===== config.mk =====
export PLATFORM = sky130hd
export DESIGN_NAME = lane_route_ctrl
export DESIGN_NICKNAME = d
export VERILOG_FILES = /design/src/rtl/lrc_pkg.sv /design/src/rtl/lrc_lane_map.sv /design/src/rtl/lrc_idle_timer.sv /design/src/rtl/lane_route_ctrl.sv
export SDC_FILE = /design/constraint.sdc
export NUM_CORES = 1
export LEC_CHECK = 0
export BUFFER_PORTS_ARGS = -buffer_cell sky130_fd_sc_hd__buf_2
export CORE_UTILIZATION = 64
export DETAILED_ROUTE_END_ITERATION = 10
export PLACE_DENSITY = 0.95
export SETUP_SLACK_MARGIN = 0.5
export SLEW_MARGIN = 10
export SYNTH_ARGS = -nofsm -noshare
export SYNTH_HDL_FRONTEND = slang
export SYNTH_SLANG_ARGS = --single-unit
export TNS_END_PERCENT = 1

===== constraint.sdc =====
create_clock -name clk -period 6 [get_ports clk]
set_input_delay 0.9 -clock clk [delete_from_list [all_inputs] [get_ports clk]]
set_output_delay 0.9 -clock clk [all_outputs]
set_load 0.05 [all_outputs]

===== src/rtl/lrc_pkg.sv =====
package lrc_pkg;
    typedef enum logic [1:0] {
        MODE_HIZ  = 2'b00,
        MODE_SQL  = 2'b01,
        MODE_OWN  = 2'b10,
        MODE_PART = 2'b11
    } tx_mode_e;
endpackage


===== src/rtl/lrc_lane_map.sv =====
module lrc_lane_map
    import lrc_pkg::*;
(
    input  logic       pwr_on,
    input  logic       loop_n,
    input  logic       in_off_a,
    input  logic       in_off_b,
    input  logic       out_off_a,
    input  logic       out_off_b,
    input  logic       sig_a,
    input  logic       sig_b,
    output logic [1:0] mode_a,
    output logic [1:0] mode_b
);
    logic live_a;
    logic live_b;

    always_comb begin
        live_a = sig_a && !in_off_a;
        live_b = sig_b && !in_off_b;

        if (!pwr_on || out_off_a) begin
            mode_a = MODE_HIZ;
        end else if (!live_a) begin
            mode_a = MODE_SQL;
        end else begin
            mode_a = MODE_OWN;
        end

        if (!pwr_on || out_off_b) begin
            mode_b = MODE_HIZ;
        end else if (loop_n) begin
            mode_b = live_b ? MODE_OWN : MODE_SQL;
        end else begin
            mode_b = live_a ? MODE_PART : MODE_SQL;
        end
    end
endmodule


===== src/rtl/lrc_idle_timer.sv =====
module lrc_idle_timer #(
    parameter int CNT_W = 8
) (
    input  logic             clk,
    input  logic             rst_n,
    input  logic             pwr_on,
    input  logic             enable,
    input  logic             idle,
    input  logic [CNT_W-1:0] limit,
    output logic             slumber
);
    localparam logic [CNT_W-1:0] CNT_MAX = {CNT_W{1'b1}};

    typedef struct packed {
        logic [CNT_W-1:0] cnt;
        logic             slm;
    } tmr_t;

    tmr_t tmr_d, tmr_q;

    always_comb begin
        tmr_d = tmr_q;
        if (!pwr_on || !enable || !idle) begin
            tmr_d.cnt = '0;
            tmr_d.slm = 1'b0;
        end else begin
            tmr_d.cnt = (tmr_q.cnt == CNT_MAX) ? CNT_MAX : tmr_q.cnt + 1'b1;
            tmr_d.slm = (tmr_d.cnt >= limit);
        end
    end

    always_ff @(posedge clk or negedge rst_n) begin
        if (!rst_n) begin
            tmr_q <= '0;
        end else begin
            tmr_q <= tmr_d;
        end
    end

    assign slumber = tmr_q.slm;

    p_exit_on_activity_r10: assert property (@(posedge clk) disable iff (!rst_n)
        !idle |=> !slumber);
    p_needs_enable_r9: assert property (@(posedge clk) disable iff (!rst_n)
        !enable |=> !slumber);
    p_pd_no_slumber_r5: assert property (@(posedge clk) disable iff (!rst_n)
        !pwr_on |=> !slumber);
endmodule


===== src/rtl/lane_route_ctrl.sv =====
module lane_route_ctrl
    import lrc_pkg::*;
#(
    parameter int LANES = 4,
    parameter int CNT_W = 8
) (
    input  logic               clk,
    input  logic               rst_n,
    input  logic               pwr_on,
    input  logic               slumber_en,
    input  logic [CNT_W-1:0]   idle_limit,
    input  logic [LANES-1:0]   lb_n,
    input  logic [LANES-1:0]   in_off_a,
    input  logic [LANES-1:0]   in_off_b,
    input  logic [LANES-1:0]   out_off_a,
    input  logic [LANES-1:0]   out_off_b,
    input  logic [LANES-1:0]   sig_a,
    input  logic [LANES-1:0]   sig_b,
    output logic [2*LANES-1:0] tx_mode_a,
    output logic [2*LANES-1:0] tx_mode_b,
    output logic [LANES-1:0]   slumber_a,
    output logic [LANES-1:0]   slumber_b
);
    localparam int MW = 2 * LANES;

    typedef struct packed {
        logic [MW-1:0] a;
        logic [MW-1:0] b;
    } modes_t;

    modes_t modes_d, modes_q;
    logic [MW-1:0] map_a;
    logic [MW-1:0] map_b;

    for (genvar i = 0; i < LANES; i++) begin : g_lane
        lrc_lane_map u_map (
            .pwr_on    (pwr_on),
            .loop_n    (lb_n[i]),
            .in_off_a  (in_off_a[i]),
            .in_off_b  (in_off_b[i]),
            .out_off_a (out_off_a[i]),
            .out_off_b (out_off_b[i]),
            .sig_a     (sig_a[i]),
            .sig_b     (sig_b[i]),
            .mode_a    (map_a[2*i+:2]),
            .mode_b    (map_b[2*i+:2])
        );

        lrc_idle_timer #(.CNT_W(CNT_W)) u_tmr_a (
            .clk     (clk),
            .rst_n   (rst_n),
            .pwr_on  (pwr_on),
            .enable  (slumber_en),
            .idle    (!sig_a[i] || in_off_a[i]),
            .limit   (idle_limit),
            .slumber (slumber_a[i])
        );

        lrc_idle_timer #(.CNT_W(CNT_W)) u_tmr_b (
            .clk     (clk),
            .rst_n   (rst_n),
            .pwr_on  (pwr_on),
            .enable  (slumber_en),
            .idle    (!sig_b[i] || in_off_b[i]),
            .limit   (idle_limit),
            .slumber (slumber_b[i])
        );

        p_outoff_a_hiz_r4: assert property (@(posedge clk) disable iff (!rst_n)
            out_off_a[i] |=> tx_mode_a[2*i+:2] == MODE_HIZ);
        p_outoff_b_hiz_r4: assert property (@(posedge clk) disable iff (!rst_n)
            out_off_b[i] |=> tx_mode_b[2*i+:2] == MODE_HIZ);
        p_a_never_partner_r2: assert property (@(posedge clk) disable iff (!rst_n)
            tx_mode_a[2*i+:2] != MODE_PART);
        p_partner_needs_loop_r2: assert property (@(posedge clk) disable iff (!rst_n)
            tx_mode_b[2*i+:2] == MODE_PART |-> $past(!lb_n[i]));
        p_dead_source_squelch_r6: assert property (@(posedge clk) disable iff (!rst_n)
            (pwr_on && !out_off_a[i] && !sig_a[i]) |=> tx_mode_a[2*i+:2] == MODE_SQL);
    end

    always_comb begin
        modes_d   = modes_q;
        modes_d.a = map_a;
        modes_d.b = map_b;
    end

    always_ff @(posedge clk or negedge rst_n) begin
        if (!rst_n) begin
            modes_q <= '0;
        end else begin
            modes_q <= modes_d;
        end
    end

    assign tx_mode_a = modes_q.a;
    assign tx_mode_b = modes_q.b;

    p_pd_all_hiz_r5: assert property (@(posedge clk) disable iff (!rst_n)
        !pwr_on |=> (tx_mode_a == '0 && tx_mode_b == '0));
endmodule


Word level (Yosys, flattened, before mapping)
Index checks and enable logic that the tools add are counted.
Widths: inputs -> output; s select.
- $add $sub $neg: 8
- $lt $le $gt $ge: 8
- equal/unequal tests: 8
- multiplexer cells: 40
- reduce and logical (&&, ||, !) cells: 59
- operators by type and width (kind ; number):
    $mux 9 ; 8
    $add 8x1->8 const B ; 8
    $eq 8x8->1 const B ; 8
    $ge 8x8->1 ; 8
    $mux 8 ; 8
    $mux 2 ; 24
    $logic_not 1->1 ; 26
    $logic_or 1x1->1 ; 25
    $logic_and 1x1->1 ; 8
- flip-flop bits (word level): 88

Depth between registers and ports, before layout
- depth in word-level cells: 5
- mapped depth: 10

Modules after synthesis
Synthesis repeated with hierarchy kept, for this count alone.
- cell total of the unflattened synthesis: 600
- area, all modules: 5810.6 µm²
- by module, submodules not included (module ; instances ; cells each ; area each (µm²) ; seq. area each (µm²)):
    lrc_idle_timer ; 8 ; 68 ; 640.6 ; 225.2
    lane_route_ctrl ; 1 ; 24 ; 450.4 ; 400.4
    lrc_lane_map ; 4 ; 8 ; 58.8 ; 0.0

Worst setup path before layout
OpenSTA, ideal clock, no wires.
- path type: reg-to-reg
- start: register g_lane[3].u_tmr_b.tmr_q[1] in the netlist's numbering
- end: register g_lane[3].u_tmr_b.tmr_q, in the netlist g_lane[3].u_tmr_b.slumber
- library setup time: 78 ps
- data arrival time: 2187 ps
- required time: 5922 ps
- slack: 3735 ps
- stages on the path, launching flop included: 9
- clock period less this slack: 2265 ps
- path through: dfrtp_1 -> ha_1 -> and2_2 -> nand4_1 -> mux2_2 -> ha_1 -> nand2_1 -> or4_1 -> a21oi_1
- RTL lines (item ; RTL line ; RTL):
    start: declaration ; lrc_idle_timer.sv:19 ; tmr_t tmr_d, tmr_q;
    start signal: assignment ; lrc_idle_timer.sv:36 ; tmr_q <= tmr_d;

==> metrics.md <==
| Metric | Value |
|---|---|
| Worst-Skew Late Latency | 0.37 ns |
| Total gr overflow | 0 |
| Nets | 747 |
| Max Cap Violations | 0 |
| Die ar. | 0.00905 mm^2 |
| Reg-to-Reg End | g_lane[1].u_tmr_b.slumber |
| Die Y | 95.1 um |
| Port bufs | 63 |
| Total GRT Usage | around a third |
| Setup TNS | 0 ns |
| CTS buffer count | 9 |
| Fmax | roughly 380 MHz |
| Drt pass-1 iters | 6 |
| M2 GR Usage | a little over half |
| YS warnings | 0 |
| Worst path arrival time | ~2.9 ns |
| Synth Instances | just under 600 |
| Starting Density | between 60% and 70% |
| Row Count | 33 |
| Antenna cells | 0 |
| Critical-path top delay cell | a2111oi_0 |
| Critical Path RT | between 6 and 7 ns |
| Sequential area share after synthesis | between 30% and 40% |
| Initial antenna violation count | 0 |
| Hold slack | roughly 0.62 ns |
| H-tree levels | 3 |
| Initial DRC count | 240 |
| Kind of cell adding the most delay to the critical path | simple AND/OR/NAND/NOR gates |
| Vias in the first global route | approximately 4.6k |
| Hold wc startpoint | g_lane[0].u_tmr_b.tmr_q[1] |
| Number of buffers on the longest clock path | 2 |
| Pwr/cell area | around 200 mW/mm^2 |
| RSZ-0062 raised after global routing | false |
| P_leak | between 3 and 4 nW |
| Met1 GRT Util | 37.7% |
| Hold crit path type | flip-flop to flip-flop |
| CP endpoint kind | flip-flop |
| Vias per std cell | 6.26 |
| CP Cell Sequence | ha_1 > nand4_1 > or2_1 > and2_1 > ha_1 > nand2b_1 > a2111oi_0 > or4_1 > a21oi_1 |
| Final hold vios | 0 |
| Avg WL per Cell | between 15 and 20 um |
| Post-CTS sizing | 0 |
| First-pass GRT wire length | 21.4 mm |
| Overall die width | between 90 and 100 um |
| Residual DRC | 0 |
| End of the worst hold path | g_lane[0].u_tmr_b.tmr_q[1] |
| Met3 track demand over resource | 4.07% |
| Status | complete, no violations |
| Post-DRT Antenna Nets | 0 |
| Post-CTS Setup Inserts | 0 |
| Layout cells sized above 1 | between 10 and 15% |
| Gr busiest metal | met2 |
| Avg Cell Area, Syn | roughly 9.6 um^2 |
| Setup CP Type | flip-flop to flip-flop |
| Critical path startpoint category | flip-flop |
| # hold bufs at CTS | 0 |
| Rel. slew slack | between 20 and 30% |
| Mapped Area | ~0.0056 mm^2 |
| Max IR drop VDD | ~0.14 mV |
| WP buf/inv | 0 |
| Core box area | roughly 0.0083 mm^2 |
| CTS sink count | 88 |
| Final period util | between 40% and 50% |
| Root buffer cell | clkbuf_8 |
| Synth cell types | 38 |
| Register bit total from synthesis | 88 |
| Dpl hpwl | 9.27 mm |
| Critical path's largest stage delay | between 0.4 and 0.5 ns |
| Fillers | ~540 |
| CTS tree | done |
| Total vias in the final route | approximately 4.7k |
| Final setup viols | 0 |
| Number of top-level pins | between 60 and 70 |
| Syn_nets | ~690 |
| Worst Reg2Reg Path Length in Cells | 9 |
| Largest net degree at the start of global routing | 89 |
| R2R Setup Slk | approximately 3.4 ns |
| DRT Wirelength | ~13 mm |
| Hold Path Depth | 2 |
| Crit Path Max Fanout | 8 |
| Fin crit period | ~2.6 ns |
| Gpl congestion | just under 0.9 |
| Pins Over Slew Limit | 0 |
| Clock skew | 0.00964 ns |
| R2R Path Start | g_lane[1].u_tmr_b.tmr_q[1] |
| Actual slew at the worst max-slew pin | ~1.1 ns |
| Clk slew on worst S/H paths | 0.09 ns |
| Synth-to-Final Area Change | 10.5% |
| Critical Path Most Common Cell | ha_1 |
-- registers in the layout (all words and copies together), names as in the netlist --
name	flops
g_lane.u_tmr_a.slumber	4
g_lane.u_tmr_b.slumber	4
tx_mode_a	8
g_lane.u_tmr_b.tmr_q	32
g_lane.u_tmr_a.tmr_q	32
tx_mode_b	8
-- worst register-to-register path, delay by kind of cell, from the launching register on --
kind	cells	cell delay, ns
AO/OA/AOI/OAI	2	0.53
adder cells (fa/ha/maj)	2	0.49
flip-flops	1	0.40
AND/OR/NAND/NOR	5	1.09
-- worst max path at each step --
stage | start | endpoint | slack [ns] | depth (start not counted)
floorplan | g_lane[3].u_tmr_b.tmr_q[1] | g_lane[3].u_tmr_b.slumber | 3.73 | 8
global placement | idle_limit[2] | g_lane[1].u_tmr_a.slumber | 3.55 | 7
detailed placement | pwr_on | g_lane[2].u_tmr_a.slumber | 3.49 | 4
CTS | g_lane[1].u_tmr_b.tmr_q[1] | g_lane[1].u_tmr_b.slumber | 3.42 | 9
global route | g_lane[0].u_tmr_b.tmr_q[1] | g_lane[0].u_tmr_b.slumber | 3.24 | 9
finish | g_lane[1].u_tmr_b.tmr_q[1] | g_lane[1].u_tmr_b.slumber | 3.37 | 9
-- where the power goes --
part           leakage [nW]  switching (W)  internal, W
Sequential             1.21     0.00000565     0.000601
Clock                 0.117       0.000209     0.000269
Combinational          1.89      0.0000865    0.0000441
-- layout by cell type, fill, tap and decap left out, types with 5 or more instances in the layout --
| cell | netlist | layout |
|---|---|---|
| and2_1 | 9 | 9 |
| nand2b_1 | 30 | 30 |
| mux2_2 | 6 | 6 |
| a21oi_1 | 50 | 50 |
| nand4_1 | 8 | 8 |
| xor2_1 | 8 | 8 |
| clkbuf_8 | 0 | 12 |
| o21ai_0 | 5 | 5 |
| inv_1 | 12 | 12 |
| dfrtp_1 | 88 | 88 |
| nand2_1 | 60 | 60 |
| and3_1 | 16 | 16 |
| nand3_1 | 22 | 22 |
| a2111oi_0 | 8 | 8 |
| a31oi_1 | 11 | 11 |
| buf_2 | 3 | 62 |
| o21a_1 | 11 | 11 |
| nor2_1 | 47 | 47 |
| nor2b_1 | 28 | 28 |
| and4_1 | 8 | 8 |
| a211oi_1 | 9 | 9 |
| and3b_1 | 8 | 8 |
| or4_1 | 8 | 8 |
| xnor2_1 | 11 | 11 |
| ha_1 | 72 | 72 |
-- cell type report --
cell class	instances	area [um^2]	area share (%)
Timing Repair Buffer	63	318	5.18
Clock inverter	2	60.1	0.980
Sequential cell	88	2200	35.9
Tap cell	105	131	2.14
Inverter	12	45.0	0.735
Multi-Input combinational cell	461	3200	52.2
Clock buffer	14	173	2.82
-- Yosys cell counts (all sizes together) --
master	instances	area, um^2
or2	3	18.8
xor2	8	70.1
o21ai	5	25.0
nor4bb	1	10.0
inv	12	45.0
nand2b	30	188
or4	8	60.1
buf	11	75.1
a21oi	50	250
nor3b	4	30.0
nand2	60	225
mux2	7	82.6
nor2	47	176
a2111oi	8	70.1
and4	9	81.3
mux2i	2	20.0
o21a	11	82.6
a31oi	11	68.8
nand3	22	110
nor2b	28	175
a311oi	1	8.76
and2	10	63.8
clkbuf	7	26.3
and3b	8	70.1
and3	17	108
a41oi	4	35.0
xnor2	11	96.3
a211oi	9	67.6
dfrtp	88	2200
ha	72	901
nor3	4	20.0
nand4	11	87.6
-- per-stage QoR --
| stage | instance area (um^2) | total power (W) | util [%] | setup WS (ns) | cells |
|---|---|---|---|---|---|
| global route | 6130 | 0.00125 | 73.9 | 3.24 | 745 |
| floorplan | 5550 | 0.000692 | - | 3.73 | 579 |
| global placement | 5900 | 0.000737 | 71.1 | 3.55 | 729 |
| finish | 6130 | 0.00122 | 73.9 | 3.37 | 745 |
| detailed placement | 5900 | 0.000745 | 71.1 | 3.49 | 729 |
| CTS | 6130 | 0.00121 | 73.9 | 3.42 | 745 |
-- routing by layer --
metal  vias up  part of all wire, %
met5         -                    0
met4         0                  3.9
met3        49                  5.3
met2       185                   50
met1      2239                   40
li1       2191                    -
-- cell families after synthesis --
kind of cell	Yosys count	share of synthesized area, %
AND/OR/NAND/NOR	262	25.7
AO/OA/AOI/OAI	99	11.0
flip-flops	88	39.7
adder cells (fa/ha/maj)	72	16.2
buffers and inverters	30	2.64
XOR/XNOR	19	3.00
multiplexers	9	1.85
Note: power is estimated with default switching activity, not from simulation.
